[src/rtl/laxity_pkg.sv]
package laxity_pkg;
  typedef enum logic [1:0] {
    ST_SUSP  = 2'b00,
    ST_WAIT  = 2'b01,
    ST_READY = 2'b10,
    ST_RUN   = 2'b11
  } task_state_t;

  localparam logic [2:0] OP_SUSPEND = 3'd0;
  localparam logic [2:0] OP_WAIT    = 3'd1;
  localparam logic [2:0] OP_READY   = 3'd2;
  localparam logic [2:0] OP_RUN     = 3'd3;
  localparam logic [2:0] OP_RELOAD  = 3'd4;
endpackage

[src/rtl/laxity_param_regs.sv]
module laxity_param_regs #(
  parameter int PW = 16
) (
  input  logic          clk,
  input  logic          rst_n,
  input  logic          wr_en,
  input  logic          wr_sel,
  input  logic [PW-1:0] wr_data,
  output logic [PW-1:0] c_cfg,
  output logic [PW-1:0] d_cfg
);
  logic [PW-1:0] c_d, d_d;
  logic          c_en, d_en;

  always_comb begin
    c_en = wr_en && !wr_sel;
    d_en = wr_en && wr_sel;
    c_d  = c_en ? wr_data : c_cfg;
    d_d  = d_en ? wr_data : d_cfg;
  end

  always_ff @(posedge clk or negedge rst_n) begin
    if (!rst_n) begin
      c_cfg <= '0;
      d_cfg <= '0;
    end else begin
      c_cfg <= c_d;
      d_cfg <= d_d;
    end
  end

  // a write to one field leaves the other field untouched
  assert_field_isolation_R2: assert property (@(posedge clk) disable iff (!rst_n)
    (wr_en && !wr_sel) |=> $stable(d_cfg));
endmodule

[src/rtl/laxity_state_reg.sv]
module laxity_state_reg
  import laxity_pkg::*;
(
  input  logic        clk,
  input  logic        rst_n,
  input  logic        cmd_valid,
  input  logic [2:0]  cmd_op,
  output task_state_t st_q,
  output logic        reload
);
  task_state_t st_d;

  always_comb begin
    reload = cmd_valid && (cmd_op == OP_RELOAD);
    st_d   = st_q;
    if (cmd_valid) begin
      case (cmd_op)
        OP_SUSPEND: st_d = ST_SUSP;
        OP_WAIT:    st_d = ST_WAIT;
        OP_READY:   if (st_q == ST_WAIT || st_q == ST_RUN) st_d = ST_READY;
        OP_RUN:     if (st_q == ST_READY) st_d = ST_RUN;
        OP_RELOAD:  st_d = ST_READY;
        default:    st_d = st_q;
      endcase
    end
  end

  always_ff @(posedge clk or negedge rst_n) begin
    if (!rst_n) st_q <= ST_SUSP;
    else        st_q <= st_d;
  end

  // a run command outside ready or running leaves the state alone
  assert_run_gate_R8: assert property (@(posedge clk) disable iff (!rst_n)
    (cmd_valid && cmd_op == OP_RUN && st_q != ST_READY && st_q != ST_RUN)
    |=> (st_q == $past(st_q)));

  // reload always lands in ready
  assert_reload_ready_R3: assert property (@(posedge clk) disable iff (!rst_n)
    reload |=> (st_q == ST_READY));
endmodule

[src/rtl/laxity_down_counter.sv]
module laxity_down_counter #(
  parameter int W = 16
) (
  input  logic         clk,
  input  logic         rst_n,
  input  logic         load,
  input  logic [W-1:0] load_val,
  input  logic         dec_en,
  output logic [W-1:0] count
);
  logic [W-1:0] count_d;
  logic         at_floor;

  always_comb begin
    at_floor = (count == '0);
    if (load)                   count_d = load_val;
    else if (dec_en && !at_floor) count_d = count - 1'b1;
    else                        count_d = count;
  end

  always_ff @(posedge clk or negedge rst_n) begin
    if (!rst_n) count <= '0;
    else        count <= count_d;
  end

  // R4 (deadline instance) and R5 (computation instance): one step per enabled tick
  assert_dec_step_R4: assert property (@(posedge clk) disable iff (!rst_n)
    (dec_en && !load && count != '0) |=> (count == $past(count) - 1'b1));

  // without enable or load the counter holds, including at zero
  assert_hold_R5: assert property (@(posedge clk) disable iff (!rst_n)
    (!load && (!dec_en || count == '0)) |=> $stable(count));
endmodule

[src/rtl/laxity_cell.sv]
module laxity_cell
  import laxity_pkg::*;
#(
  parameter int PW = 16
) (
  input  logic          clk,
  input  logic          rst_n,
  input  logic          wr_en,
  input  logic          wr_sel,
  input  logic [PW-1:0] wr_data,
  input  logic          cmd_valid,
  input  logic [2:0]    cmd_op,
  input  logic          tick,
  output logic [1:0]    state,
  output logic [PW:0]   slack,
  output logic          eligible,
  output logic          miss
);
  localparam int SW = PW + 1;

  logic          rst_meta, rst_int_n;
  logic [PW-1:0] c_cfg, d_cfg;
  logic [PW-1:0] rem_d, rem_c;
  logic          reload;
  task_state_t   st;
  logic          d_dec, c_dec;
  logic          slack_neg;
  logic          miss_d;
  logic [SW-1:0] slack_w;

  always_ff @(posedge clk or negedge rst_n) begin
    if (!rst_n) begin
      rst_meta  <= 1'b0;
      rst_int_n <= 1'b0;
    end else begin
      rst_meta  <= 1'b1;
      rst_int_n <= rst_meta;
    end
  end

  laxity_param_regs #(.PW(PW)) u_params (
    .clk(clk), .rst_n(rst_int_n), .wr_en(wr_en), .wr_sel(wr_sel),
    .wr_data(wr_data), .c_cfg(c_cfg), .d_cfg(d_cfg)
  );

  laxity_state_reg u_state (
    .clk(clk), .rst_n(rst_int_n), .cmd_valid(cmd_valid), .cmd_op(cmd_op),
    .st_q(st), .reload(reload)
  );

  always_comb begin
    d_dec = tick && (st != ST_SUSP);
    c_dec = tick && (st == ST_RUN);
  end

  laxity_down_counter #(.W(PW)) u_dl_cnt (
    .clk(clk), .rst_n(rst_int_n), .load(reload), .load_val(d_cfg),
    .dec_en(d_dec), .count(rem_d)
  );

  laxity_down_counter #(.W(PW)) u_ct_cnt (
    .clk(clk), .rst_n(rst_int_n), .load(reload), .load_val(c_cfg),
    .dec_en(c_dec), .count(rem_c)
  );

  always_comb begin
    slack_w   = $signed({1'b0, rem_d}) - $signed({1'b0, rem_c});
    slack_neg = slack_w[SW-1];
    miss_d    = reload ? 1'b0 : (miss | slack_neg);
  end

  always_ff @(posedge clk or negedge rst_int_n) begin
    if (!rst_int_n) miss <= 1'b0;
    else            miss <= miss_d;
  end

  assign slack    = slack_w;
  assign state    = st;
  assign eligible = (st == ST_READY) || (st == ST_RUN);

  // once set, miss survives every cycle without a reload
  assert_miss_sticky_R7: assert property (@(posedge clk) disable iff (!rst_int_n)
    (miss && !reload) |=> miss);

  // a negative slack is flagged by the following cycle
  assert_miss_follows_R7: assert property (@(posedge clk) disable iff (!rst_int_n)
    (slack_neg && !reload) |=> miss);

  // a running task at nonzero counters keeps its slack across a tick
  assert_run_slack_flat_R6: assert property (@(posedge clk) disable iff (!rst_int_n)
    (tick && st == ST_RUN && !cmd_valid && rem_d != '0 && rem_c != '0) |=> $stable(slack_w));
endmodule

[config.mk]
export PLATFORM = sky130hd
export DESIGN_NAME = laxity_cell
export DESIGN_NICKNAME = d
export VERILOG_FILES = /design/src/rtl/laxity_pkg.sv /design/src/rtl/laxity_param_regs.sv /design/src/rtl/laxity_state_reg.sv /design/src/rtl/laxity_down_counter.sv /design/src/rtl/laxity_cell.sv
export SDC_FILE = /design/constraint.sdc
export NUM_CORES = 1
export LEC_CHECK = 0
export ABC_AREA = 1
export BUFFER_PORTS_ARGS = -buffer_cell sky130_fd_sc_hd__buf_2
export CAP_MARGIN = 20
export CORE_ASPECT_RATIO = 1.1
export CORE_MARGIN = 3
export CORE_UTILIZATION = 60
export DETAILED_ROUTE_END_ITERATION = 10
export HOLD_SLACK_MARGIN = 0.08
export PLACE_DENSITY = 0.87
export REMOVE_ABC_BUFFERS = 1
export SYNTH_ARGS = -nofsm -noshare
export SYNTH_HDL_FRONTEND = slang
export SYNTH_HIERARCHICAL = 1
export SYNTH_SLANG_ARGS = --single-unit
[constraint.sdc]
create_clock -name clk -period 2.9 [get_ports clk]
set_input_delay 0.145 -clock clk [delete_from_list [all_inputs] [get_ports clk]]
set_output_delay 0.145 -clock clk [all_outputs]
set_load 0.03 [all_outputs]
==> summary.md, run 1 <==
| Metric | Value |
|---|---|
| Clk sinks | 69 |
| First-pass GRT wire length | around 21000 um |
| Hpwl dp | 9610 um |
| Maximum fanout along the worst path | 3 |
| Pins Over Slew Limit | 0 |
| # DRC | 0 |
| Mapped cell area | about 5100 um2 |
| CP startpoint kind | register |
| Initial antenna violation count | 0 |
| Longest Clk Path Bufs | 2 |
| Worst-Skew Late Latency | ~350 ps |
| Sequential share of the synthesized area | 0.338 |
| Gr usage total | 0.277 |
| Minimum clock period | 2490 ps |
| Slew margin rel. | 0.579 |
| Layout cells sized above 1 | 0.140 |
| CTS Buf Count | 9 |
| Via count | 5123 |
| Router iterations before antenna repair | 6 |
| Final net count | 873 |
| Die area | 9660 um2 |
| Pwr/cell area | between 1000 and 1500 nW/um2 |
| Die width | roughly 94 um |
| Avg WL per Cell | 13.6 um |
| Vias per inst | 5.44 |
| Top Ports | 46 |
| Finished Cell Area | about 5800 um2 |
| Adder-Cell Fraction of Synth Area | 0.0480 |
| Number of global-route vias before repair | 4627 |
| Worst path arrival time | between 2000 and 2500 ps |
| Clock transition at path regs | 80 ps |
| RSZ-0062 raised after global routing | no |
| Root buf cell | clkbuf_8 |
| H-tree levels | 3 |
| Port buffer count | 45 |
| Max Cap Violations | 0 |
| RD Place Congestion | 0.928 |
| Synth cell types | 37 |
| Cells after synthesis | 769 |
| CP endpoint kind | primary output |
| Max Clk Rate | 401 MHz |
| Top FF cell, synth | dfrtp_1 |
| Critical Path RT | 2760 ps |
| Post-Synth XOR/XNOR Area | 0.0120 |
| Placed instance area | 5370 um2 |
| WL final | 12800 um |
| Largest net degree at the start of global routing | 43 |
| Setup TNS Final | 0 ps |
| Synth Area in Simple Gates | 0.451 |
| GRT overflow | 0 |
| FP Rows | 34 |
| Clk_skew | 10.6 ps |
| Die height | 103 um |
| Mapped Avg Cell Area | 6.64 um2 |
| Post-synthesis sequential element count | 69 |
| Starting density of the core | 0.632 |
| Final Setup Violations | 0 |
| Post-route ant nets | 0 |
| FFs w/ async S/R, synth | 1.00 |
| Worst IR Drop VDD | 0.559 mV |
| Period utilisation layout | 0.860 |
| # fillers | roughly 660 |
| Outcome | finished clean |
| Post-synth EDFFs | 0 |
| Final Hold Viols | 0 |
| Static Leak | 3.24 nW |
| Syn-to-layout area delta | 12.5% |
| Largest family of logic cells by synthesized area | simple AND/OR/NAND/NOR gates |
| CTS tree | done |
| Inserted Diodes | 0 |
| Compound-gate portion of the synthesized area | 0.0441 |
| Worst setup path class | reg2out |
| Worst Tran Pin Value | between 600 and 700 ps |
| Mux cell area share after synthesis | 0 |
| Core ar. | ~8100 um2 |
| DR iter-0 viols | 651 |
| Ys Warns | 6 |
| Worst hold-check path type | in2reg |
-- cells in the final DEF (no fill, tap or decap) --
cell type / count
or2_1: 2
o21ai_1: 4
ha_1: 18
xnor2_1: 3
inv_2: 9
buf_4: 5
xor2_1: 4
nor2_1: 52
clkinvlp_4: 1
nand3_1: 87
nor2_2: 7
o21ai_2: 2
bufinv_16: 2
nor2_4: 4
o21bai_1: 6
fa_1: 1
dlygate4sd3_1: 15
nand2_8: 5
dfrtp_2: 1
nand2_1: 322
o21bai_2: 2
inv_6: 3
conb_1: 1
a21oi_1: 18
inv_8: 1
buf_2: 45
dfrtp_1: 68
or2_2: 2
clkinv_4: 3
o21ai_0: 6
nand2_4: 3
nand4_1: 6
inv_1: 91
and2_1: 3
nand3_2: 4
nor3_2: 1
nor3_1: 4
nand3b_1: 6
clkbuf_8: 9
nand2_2: 8
-- cell type report --
type	instances	area [um2]	share of cell area
multi-input cells	581	2840	0.495
flip-flops and latches	69	1730	0.300
repair buffers	65	413	0.0718
inverters	103	402	0.0698
well taps	108	135	0.0235
clock buffers	9	124	0.0215
clock inverters	7	105	0.0183
-- logic make-up after synthesis --
group	count (synthesis)
flops	69
buf+inv	119
compound gates	38
simple gates	516
other cells	1
xor+xnor	7
fa+ha+maj	19
-- stage by stage --
| stage | cells | util | hold slack (ps) | power (mW) | setup WS (ps) |
|---|---|---|---|---|---|
| after detailed placement | 911 | 0.665 | -68.6 | 6.58 | 796 |
| final | 942 | 0.711 | 94.0 | 7.56 | 405 |
| after global placement | 911 | 0.665 | -69.9 | 6.40 | 878 |
| after floorplan | 753 | - | -151 | 5.38 | 211 |
| after CTS | 942 | 0.711 | 80.9 | 7.53 | 403 |
| after global routing | 942 | 0.711 | 92.8 | 8.21 | 220 |
-- critical path: stages (launching register included) --
cell      delay (ps)
dfrtp_1          370
inv_1             50
ha_1             220
fa_1             410
inv_1             70
nand2_1           40
nand2_1           70
nand2_1           90
o21bai_2         190
nand2_1          110
nand2_1           70
nand2_1           60
nand2_1           60
buf_2            190
-- power by group --
| group | switching, mW | leakage, nW | internal [mW] | total, mW |
|---|---|---|---|---|
| combinational | 3.43 | 2.26 | 1.63 | 5.07 |
| sequential | 0.372 | 0.865 | 1.22 | 1.59 |
| clock | 0.405 | 0.112 | 0.497 | 0.903 |
-- layer usage --
metal  share of wire  up-vias  global-route usage
met5               0        -                   0
met2            0.49      230               0.483
met3           0.061       37              0.0438
met1            0.42     2342               0.357
li1                -     2514                   -
met4           0.023        0              0.0856
-- synthesized netlist by cell type, drive strengths merged (3+ instances only) --
cell | n | share of area
a21oi | 18 | 0.018
and2 | 3 | 0.0037
buf | 13 | 0.022
dfrtp | 69 | 0.34
ha | 18 | 0.044
inv | 101 | 0.075
nand2 | 338 | 0.27
nand3 | 91 | 0.093
nand3b | 6 | 0.0088
nand4 | 6 | 0.0073
nor2 | 63 | 0.055
nor3 | 5 | 0.0059
o21ai | 12 | 0.013
o21bai | 8 | 0.013
or2 | 4 | 0.0049
xnor2 | 3 | 0.0051
xor2 | 4 | 0.0069
-- worst paths after layout --
kind                                         from                 to  slack [ps]  depth (start not counted)
worst max-delay path            u_dl_cnt/count[0]          slack[10]         410                         13
worst min-delay path                   wr_data[9]  u_params/c_cfg[9]          90                          3
worst max register to register  u_dl_cnt/count[0]               miss        1130                         11
worst min register to register          rst_int_n  u_ct_cnt/count[8]         270                          1
max in group asynchronous               rst_int_n    u_state/st_q[1]        2190                          1
min in group asynchronous                   rst_n          rst_int_n         100                          2
-- registers in the layout, indices dropped and copies added (netlist names) --
signal / count
u_ct_cnt/count: 16
u_dl_cnt/count: 16
u_params/c_cfg: 16
u_params/d_cfg: 16
u_state/st_q: 2
miss: 1
rst_int_n: 1
rst_meta: 1
-- what timing repair did --
action / in CTS / in global routing
buffers inserted: 0 / 0
gates resized for setup: 0 / 0
hold buffers: 15 / 0
hold endpoints to repair: 25 / 0
No activity file was read; power rests on OpenSTA's default activity.
==> run 2, diff against run 1 <==
==> constraint.sdc (replaced) <==
create_clock -name clk -period 3 [get_ports clk]
set_input_delay 0.15 -clock clk [delete_from_list [all_inputs] [get_ports clk]]
set_output_delay 0.15 -clock clk [all_outputs]
set_load 0.03 [all_outputs]
==> run 2 against run 1 <==
Power shrank 3.3%; cell area is 0.78% lower; first-iteration DRC count fell by 28%; critical path type unchanged; critical endpoint unchanged.
==> summary.md, run 2 (synthesis gave the netlist of run 1 again) <==
| Metric | Value |
|---|---|
| Clk_skew | 8.09 ps |
| Final net count | 868 |
| Static Leak | between 3 and 4 nW |
| Slew margin rel. | 0.405 |
| Top delay family on crit path | adder cells |
| Initial antenna violation count | 0 |
| Worst setup path class | reg2out |
| Minimum clock period | about 2500 ps |
| Pre-CTS setup slack | 912 ps |
| Critical Path RT | roughly 2900 ps |
| Most Used Layer, Global Route | met2 |
| Met2 Track Usage GR | 0.481 |
| FP Rows | 34 |
| Core ar. | 8080 um2 |
| GRT overflow | 0 |
| Worst hold-check path type | in2async |
| Die height | 103 um |
| R2R setup slack | 1120 ps |
| Syn-to-layout area delta | 11.7% |
| Cell mode on critical path | nand2_1 |
| Grt met1 use | 0.356 |
| Root buf cell | clkbuf_8 |
| Final cell count without fillers | 937 |
| CTS Buf Count | 9 |
| WL final | 12800 um |
| Clk sinks | slightly below 70 |
| Die width | 94.0 um |
| CP startpoint kind | register |
| Fin worst setup slack | ~520 ps |
| Die area | approximately 9700 um2 |
| Final Hold Viols | 0 |
| CTS tree | done |
| Max Clk Rate | 403 MHz |
| Worst path arrival time | 2330 ps |
| CP cell instances | inv_1, ha_1, fa_1, inv_1, nand2_1, nand2_1, nand2_1, o21bai_2, nand2_1, nand2_1, nand2_1, nand2_1, buf_2 |
| Via count | 5077 |
| Post-CTS resize count | 0 |
| First-pass GRT wire length | ~21000 um |
| Max Cap Violations | 0 |
| Gr usage total | 0.278 |
| Worst-Skew Late Latency | 350 ps |
| Hpwl dp | between 9000 and 10000 um |
| Worst r2r src | u_state/st_q[1] |
| Reg2Reg Depth | 7 |
| Fin Hold WS | ~85 ps |
| Worst IR Drop VDD | 0.540 mV |
| Top Ports | 46 |
| Pins Over Slew Limit | 0 |
| Most common cell after layout, fill and taps aside | nand2_1 |
| # DRC | 0 |
| Router iterations before antenna repair | 5 |
| Worst Tran Pin Value | 886 ps |
| R2R Path End | u_ct_cnt/count[0] |
| Clock transition at path regs | 80 ps |
| CP endpoint kind | primary output |
| Port buffer count | between 40 and 50 |
| DR iter-0 viols | 471 |
| CP max-delay cell | fa_1 |
| Number of global-route vias before repair | 4700 |
| Final Setup Violations | 0 |
| Outcome | finished clean |
| Dpl cells | 909 |
| Largest net degree at the start of global routing | between 40 and 50 |
| Final core utilization | 0.706 |
| Pwr/cell area | 1280 nW/um2 |
| Setup TNS Final | 0 ps |
| Maximum fanout along the worst path | 3 |
| Post-route ant nets | 0 |
| Starting density of the core | 0.632 |
| Commonest cells after routing, fill and taps aside | nand2_1, inv_1, nand3_1, dfrtp_1, nor2_1 |
| GR Util met3 | 0.0321 |
| Hold-fix buffers at CTS | 12 |
| Avg WL per Cell | 13.7 um |
| Period utilisation layout | 0.826 |
| CP max stage delay | 410 ps |
| H-tree levels | 3 |
| Post CTS Setup Buffer Count | 0 |
| CP bufs+invs | 3 |
| RSZ-0062 raised after global routing | no |
| Vias per inst | 5.42 |
| RD Place Congestion | 0.930 |
| Inserted Diodes | 0 |
| Longest Clk Path Bufs | 2 |
| Layout cells sized above 1 | 0.139 |
## run 2: worst reg2reg max path, cell delays in order, from the launching register on
cell	delay [ps]
dfrtp_1	410
inv_1	70
nor3_1	730
nand2_8	150
nand2_8	150
clkinv_4	110
nand2_1	70
nand3_1	70
## run 2: cell type report
class                           count  area, um2
Sequential cell                    69       1730
Tap cell                          108        135
Inverter                          103        402
Clock inverter                      7        105
Clock buffer                        9        124
Multi-Input combinational cell    581       2840
Timing Repair Buffer               60        368
Fill cell                         651       2380
## run 2: metal layers
metal	routed length [um]	vias up	part of all wire
li1	-	2503	-
met1	5350	2294	0.42
met2	6220	236	0.49
met3	828	44	0.065
met4	415	0	0.032
met5	0	-	0
## run 2: power by group
group / leakage, nW / switching, mW / internal, mW
Sequential: 0.865 / 0.366 / 1.18
Combinational: 2.24 / 3.31 / 1.58
Clock: 0.112 / 0.400 / 0.481
Total: 3.22 / 4.07 / 3.24
## run 2: how the worst max path moves through the flow
| stage | cells after the start | from | end |
|---|---|---|---|
| after CTS | 13 | u_dl_cnt/count[0] | slack[10] |
| final | 13 | u_dl_cnt/count[0] | slack[10] |
| after global routing | 13 | u_dl_cnt/count[0] | slack[10] |
| after global placement | 13 | u_dl_cnt/count[0] | slack[14] |
| after detailed placement | 13 | u_dl_cnt/count[0] | slack[10] |
| after floorplan | 7 | cmd_op[0] | u_ct_cnt/count[12] |
## run 2: through the flow
stage	total power, mW	area [um2]
2_1_floorplan	5.20	4970
3_3_place_gp	6.18	5360
3_5_place_dp	6.35	5360
4_1_cts	7.27	5710
5_1_grt	7.93	5710
6_report	7.31	5710
==> run 3, diff against run 2 <==
==> constraint.sdc (replaced) <==
create_clock -name clk -period 2.5 [get_ports clk]
set_input_delay 0.125 -clock clk [delete_from_list [all_inputs] [get_ports clk]]
set_output_delay 0.125 -clock clk [all_outputs]
set_load 0.03 [all_outputs]
==> run 3 against run 2 <==
Flip-flop and latch count is the same; clock-buffer cell count stayed put; global-route usage up 0.084 points; hold slack improved by 110 ps; largest cell class unchanged; largest power group unchanged; highest routed layer unchanged.
==> summary.md, run 3 (synthesis gave the netlist of run 1 again) <==
| Metric | Value |
|---|---|
| R2R setup slack | between 700 and 800 ps |
| R2R Path End | u_dl_cnt/count[2] |
| Largest net degree at the start of global routing | 68 |
| Final net count | 878 |
| Inserted Diodes | 0 |
| Most common cell after layout, fill and taps aside | nand2_1 |
| Port buffer count | 45 |
| First-pass GRT wire length | 21200 um |
| Pwr/cell area | between 1500 and 2000 nW/um2 |
| # fillers | around 650 |
| RD Place Congestion | 0.944 |
| Die height | 103 um |
| Maximum fanout along the worst path | 3 |
| Worst setup path class | reg2out |
| GRT overflow | 0 |
| Number of global-route vias before repair | 4654 |
| Layout cells sized above 1 | 0.143 |
| Met2 Track Usage GR | 0.474 |
| Avg WL per Cell | 13.7 um |
| Hpwl dp | 9420 um |
| FP Rows | 34 |
| Hold path start | cmd_op[1] |
| Max Cap Violations | 0 |
| Critical Path RT | 2380 ps |
| Worst-Skew Late Latency | 360 ps |
| Fin Hold WS | 194 ps |
| Final Hold Viols | 0 |
| GR Util met3 | 0.0350 |
| H-tree levels | 3 |
| Reg2Reg Depth | 11 |
| Commonest cells after routing, fill and taps aside | nand2_1, inv_1, nand3_1, dfrtp_1, nor2_1 |
| Outcome | finished clean |
| Max Clk Rate | 416 MHz |
| Longest Clk Path Bufs | 2 |
| Final cell count without fillers | between 900 and 1000 |
| Die width | 94.0 um |
| Hold path depth | 5 |
| Root buf cell | clkbuf_8 |
| Worst path arrival time | between 2000 and 2500 ps |
| Hold Path Sink | u_state/st_q[1] |
| Dpl cells | between 900 and 1000 |
| # DRC | 0 |
| Gr usage total | 0.279 |
| Vias per inst | roughly 5.4 |
| Worst hold-check path type | in2reg |
| CP cell instances | inv_1, ha_1, fa_2, inv_1, nand2_1, nand2_1, nand2_1, o21bai_2, buf_4, xor2_1, buf_2 |
| Static Leak | around 3.3 nW |
| Worst r2r src | u_dl_cnt/count[0] |
| Post-route ant nets | 0 |
| Most Used Layer, Global Route | met2 |
| Grt met1 use | 0.366 |
| CP endpoint kind | primary output |
| Via count | 5138 |
| CP startpoint kind | register |
| Clock transition at path regs | about 80 ps |
| Worst Tran Pin Value | between 600 and 700 ps |
| Worst IR Drop VDD | 0.627 mV |
| Die area | 9660 um2 |
| Final Setup Violations | 0 |
| CTS tree | done |
| CP max stage delay | 360 ps |
| Top Ports | 46 |
| Syn-to-layout area delta | 13.8% |
| Clk_skew | 13.4 ps |
| Starting density of the core | 0.632 |
| Period utilisation layout | 0.962 |
| Core ar. | 8080 um2 |
| Minimum clock period | 2410 ps |
| Clk sinks | 69 |
| WL final | 12900 um |
| CP max-delay cell | dfrtp_1 |
| DR iter-0 viols | 674 |
| Cell mode on critical path | nand2_1 |
| Pins Over Slew Limit | 0 |
| Router iterations before antenna repair | 7 |
| Slew margin rel. | 0.598 |
| CTS Buf Count | 9 |
| Initial antenna violation count | 0 |
==> run 3: critical path: cells and delay by family, from the launching register on <==
| family | cells | cell delay (ps) |
|---|---|---|
| fa+ha+maj | 2 | 580 |
| buf+inv | 4 | 460 |
| flops | 1 | 360 |
| simple gates | 3 | 210 |
| compound gates | 1 | 200 |
| xor+xnor | 1 | 120 |
==> run 3: timing repair <==
action | CTS | global route
hold endpoints to repair | 34 | 0
hold buffers | 19 | 0
resized for setup | 0 | 3
buffers inserted | 0 | 3
setup endpoints to repair | 0 | 3
==> run 3: worst max-delay path by stage <==
stage | startpoint | end | slack [ps] | depth (start not counted)
2_1_floorplan | cmd_op[0] | u_ct_cnt/count[12] | -170 | 7
3_3_place_gp | u_dl_cnt/count[0] | slack[14] | 500 | 13
3_5_place_dp | u_dl_cnt/count[0] | slack[14] | 430 | 13
4_1_cts | u_dl_cnt/count[0] | slack[14] | 60 | 13
5_1_grt | u_dl_cnt/count[0] | slack[10] | -20 | 13
6_report | u_dl_cnt/count[0] | slack[6] | 90 | 11
==> run 3: power breakdown <==
part           switching (mW)  internal (mW)
combinational            3.97           1.96
clock                   0.468          0.574
sequential              0.437           1.42
total                    4.88           3.95
==> run 3: routing by layer <==
| metal | up-vias | routed length (um) |
|---|---|---|
| met3 | 39 | 775 |
| met5 | - | 0 |
| met4 | 0 | 398 |
| met2 | 227 | 6360 |
| met1 | 2342 | 5400 |
| li1 | 2530 | - |
==> run 3: final cells by class <==
class | instances | area (um2) | area share
timing repair buffer | 70 | 475 | 0.0818
clock inverter | 7 | 103 | 0.0176
clock buffer | 9 | 124 | 0.0213
multi-input combinational | 581 | 2850 | 0.490
inverter | 103 | 402 | 0.0691
sequential | 69 | 1730 | 0.297
tap | 108 | 135 | 0.0232
==> run 3: metrics by stage <==
stage,util,instance area [um2],setup slack [ps],power (mW),setup TNS (ps)
2_1_floorplan,-,4970,-169,6.24,-1460
3_3_place_gp,0.664,5370,499,7.42,0
3_5_place_dp,0.664,5370,433,7.61,0
4_1_cts,0.716,5790,55.5,8.69,0
5_1_grt,0.719,5810,-17.9,9.59,-55.1
6_report,0.719,5810,94.0,8.83,0
